<file path="src/rtl/uart_char_tx.sv">
module uart_char_tx #(
  parameter int TICKS_PER_BIT = 16
) (
  input  logic       clk,
  input  logic       rst_n,
  input  logic [7:0] in_data,
  input  logic       in_valid,
  output logic       in_ready,
  input  logic [5:0] line_ctl,
  input  logic       baud_tick,
  output logic       tx_out,
  output logic       tx_busy
);
  localparam int CW = $clog2(2 * TICKS_PER_BIT);
  localparam logic [CW-1:0] BIT_END   = CW'(TICKS_PER_BIT - 1);
  localparam logic [CW-1:0] HALF3_END = CW'(3 * TICKS_PER_BIT / 2 - 1);
  localparam logic [CW-1:0] TWO_END   = CW'(2 * TICKS_PER_BIT - 1);

  typedef enum logic [2:0] {S_IDLE, S_PEND, S_START, S_DATA, S_PAR, S_STOP} st_t;

  st_t           st;
  logic [CW-1:0] cnt;
  logic [2:0]    idx;
  logic [7:0]    dat;
  logic [5:0]    cfg;
  logic [CW-1:0] stop_end, seg_end;
  logic [7:0]    mask;
  logic          dpar, pbit;
  logic [2:0]    last_idx;

  assign in_ready = (st == S_IDLE);
  assign tx_busy  = (st != S_IDLE);
  assign last_idx = 3'd4 + {1'b0, cfg[1:0]};
  assign mask     = 8'hFF >> (2'd3 - cfg[1:0]);
  assign dpar     = ^(dat & mask);
  assign stop_end = !cfg[2] ? BIT_END : (cfg[1:0] == 2'b00 ? HALF3_END : TWO_END);
  assign seg_end  = (st == S_STOP) ? stop_end : BIT_END;

  always_comb begin
    case (cfg[5:4])
      2'b00:   pbit = ~dpar;
      2'b01:   pbit = dpar;
      2'b10:   pbit = 1'b1;
      default: pbit = 1'b0;
    endcase
  end

  always_ff @(posedge clk) begin
    if (!rst_n) begin
      st  <= S_IDLE;
      tx_out <= 1'b1;
      cnt <= '0;
      idx <= '0;
      dat <= '0;
      cfg <= '0;
    end else begin
      case (st)
        S_IDLE: if (in_valid) begin
          dat <= in_data;
          st  <= S_PEND;
        end
        S_PEND: if (baud_tick) begin
          cfg    <= line_ctl;
          tx_out <= 1'b0;
          cnt    <= '0;
          st     <= S_START;
        end
        default: if (baud_tick) begin
          if (cnt != seg_end) begin
            cnt <= cnt + 1'b1;
          end else begin
            cnt <= '0;
            case (st)
              S_START: begin
                idx    <= '0;
                tx_out <= dat[0];
                st     <= S_DATA;
              end
              S_DATA: begin
                if (idx == last_idx) begin
                  if (cfg[3]) begin
                    tx_out <= pbit;
                    st     <= S_PAR;
                  end else begin
                    tx_out <= 1'b1;
                    st     <= S_STOP;
                  end
                end else begin
                  idx    <= idx + 3'd1;
                  tx_out <= dat[idx + 3'd1];
                end
              end
              S_PAR: begin
                tx_out <= 1'b1;
                st     <= S_STOP;
              end
              default: begin
                tx_out <= 1'b1;
                st     <= S_IDLE;
              end
            endcase
          end
        end
      endcase
    end
  end
endmodule


</file>
<file path="config.mk">
export PLATFORM = sky130hd
export DESIGN_NAME = uart_char_tx
export DESIGN_NICKNAME = d
export VERILOG_FILES = /design/src/rtl/uart_char_tx.sv
export SDC_FILE = /design/constraint.sdc
export NUM_CORES = 1
export LEC_CHECK = 0
export BUFFER_PORTS_ARGS = -buffer_cell sky130_fd_sc_hd__buf_2
export CAP_MARGIN = 20
export CORE_ASPECT_RATIO = 1.2
export CORE_MARGIN = 1
export CORE_UTILIZATION = 40
export CTS_CLUSTER_DIAMETER = 60
export DETAILED_ROUTE_END_ITERATION = 8
export PLACE_DENSITY = 0.7
export SYNTH_ARGS = -nofsm -noshare
export SYNTH_HDL_FRONTEND = slang
export SYNTH_SLANG_ARGS = --single-unit
</file>
<file path="constraint.sdc">
create_clock -name clk -period 2.85 [get_ports clk]
set_clock_uncertainty 0.1 [all_clocks]
set_input_delay 0.285 -clock clk [delete_from_list [all_inputs] [get_ports clk]]
set_output_delay 0.285 -clock clk [all_outputs]
set_load 0.01 [all_outputs]
</file>
==> results.cfg <==
[synth]
ys_warn_count = 0
synth-seq-cells = 26
synth_top_area_cell = dfxtp_1
synth.top_cell.area_share_pct = 34.8
synth_fp_nets = 198
synth_edf_count = 0
ys.flop_type = dfxtp_1
ys_types = 45
yosys-top-cells-area = dfxtp_1 35%, nand2_1 10%, a21boi_0 8.0%
syn_avg_cell_area_um2 = 8.41
yosysSeqAreaShare_pct = 34.8
async_reset_ff_share_pct = 0
synthesis.area_mm2 = 0.00150
synth_cells = 178

[clock_network]
cts_buffer_depth = 2
cts_resized = 0
insertion_delay_ps = 270
cts.htree.levels = 1
path_clk_slew_ps = 90
tritoncts.num_buffers = 3
clock_sinks = 26
cts_setup_buffers = 0
cts_hold_buf = 0
cts_root_buf = clkbuf_8
cts_tree = done

[floorplanning]
die_w_um = 57.9
core_area_mm2 = 0.00360
dieArea_mm2 = 0.00399
io_pins = 21
die_h_um = 69.0
start_util_pct = 41.6
fp-row-count = 24

[run_status]
status = finished with violations
violations = design-rule violations

[routing]
vias = 1244
post_drt_wl_per_cell_um = 12.8
drc = 1
ant_nets = 0
drt_iter0_drc = 47
dr.pass1.iters = 6
totalWireLength_um = 2960
vias_per_cell = 5.39

[setup_path]
slowest_stage = or4_4
crit_type = register to register
crit_fanout = 8
end_kind = register
crit_family = simple AND/OR/NAND/NOR gates
path_buf_inv = 0
path_cells = or4b_1 > a21o_1 > and2_4 > or4_4 > or4_1 > a21boi_1
critPathMaxStageDelay_ps = 570
required_ps = 2960
critPathLaunchType = register
worstPathArrival_ps = 2730

[placement]
portBuffers = 20
place_area_mm2 = 0.00157
hpwl_um = 2230
gp_congestion = 0.749

[sta]
setup_viol = 0
timing.fmax_ghz = 0.382
tightest_slew_ps = 386
relSlewSlack_pct = 74.0
slew_viol_final = 0
layout_min_cycle_time_ps = 2610
setup_tns_ps = 0
rsz0062_at_grt = no
hold_viol_final = 0
period_share_pct = 91.8

[global_route]
grtUsageTotal_pct = 15.9
grt_overflow = 0
antenna_found_initial = 0
grt_pass1_wl_um = 4990
grt_pass1_vias = 1143
grt_max_degree = 25

[run]
cap_violations = 0

[power_and_ir_drop]
leakagePower_nw = 0.571
cellPowerDensity_mw_per_mm2 = 448
vdd_ir_drop_max_mv = 0.211

[layout]
layout_commonest_cell = nand2_1
stdcell_area_mm2 = 0.00161
layout-drive-gt1-share_pct = 18.2
area_growth_pct = 7.35
nets = 214
final_cell_mix = 40 x nand2_1, 26 x dfxtp_1, 20 x buf_2
antenna_cells = 0

[min_path]
min_path_type = primary input to register
-- sequential cells by signal, indices dropped and copies added, names as in the netlist --
name    cells
cfg         6
cnt         5
dat         8
idx         3
st          3
tx_out      1
-- final cells by class --
type	instances	area [um2]
fill	393	2000
multi-input combinational	139	882
sequential	26	520
timing repair buffer	20	100
tap	39	48.8
clock buffer	3	41.3
inverter	4	15.0
-- cell usage after synthesis, types with 2 or more instances --
library cell,n
xor2_1,3
clkbuf_1,5
nor3_1,2
and2_1,2
mux2_2,2
a41oi_1,2
and3_1,2
nand2b_1,2
a21oi_1,5
inv_1,4
xnor2_1,9
ha_1,2
nand2_1,40
nor2_1,10
nand3b_1,2
mux4_2,2
a21boi_0,16
o21ai_0,7
nor2b_1,2
and2_2,2
dfxtp_1,26
o21a_1,2
o221a_2,2
nand3_1,6
-- metrics by stage --
stage	hold WS, ps	instances	util [%]	power (mW)	worst slack, ps
global placement	361	228	43.5	0.523	306
global route	151	231	44.6	0.759	146
finish	151	231	44.6	0.721	235
detailed placement	373	228	43.5	0.524	252
floorplan	330	178	-	0.502	327
CTS	149	231	44.6	0.729	224
-- report_power, final --
part	leakage [nW]	switching, mW	internal (mW)
registers	0.212	0.0210	0.380
clock network	0.0216	0.112	0.0948
logic	0.338	0.0571	0.0565
total	0.571	0.190	0.531
-- metal layers --
metal  track usage (%)  wire length [um]
met2              27.8              1480
met5                 0                 0
met1              19.0              1360
met4              6.35                44
met3              2.25                73
-- worst register-to-register path, stage by stage, from the launching register on --
cell      delay, ps
dfxtp_1         390
or4b_1          520
a21o_1          190
and2_4          140
or4_4           570
or4_1           490
a21boi_1        140
-- worst paths after layout --
check	startpoint	end	slack, ps	cells after the start
hold / removal	in_data[6]	dat[6]	150	3
setup / recovery	cfg[0]	idx[2]	240	6
setup reg to reg	cfg[0]	idx[2]	240	6
hold reg to reg	cfg[5]	cfg[5]	380	2
-- kinds of logic after synthesis --
kind of cell             Yosys count  share of synthesized area [%]
buffers and inverters             13                           6.35
multiplexers                       5                           5.18
AND/OR/NAND/NOR                   78                           25.0
adder cells (fa/ha/maj)            2                           1.67
XOR/XNOR                          12                           7.02
flip-flops                        26                           34.8
AO/OA/AOI/OAI                     42                           20.1
Note: power is estimated with default switching activity, not from simulation.
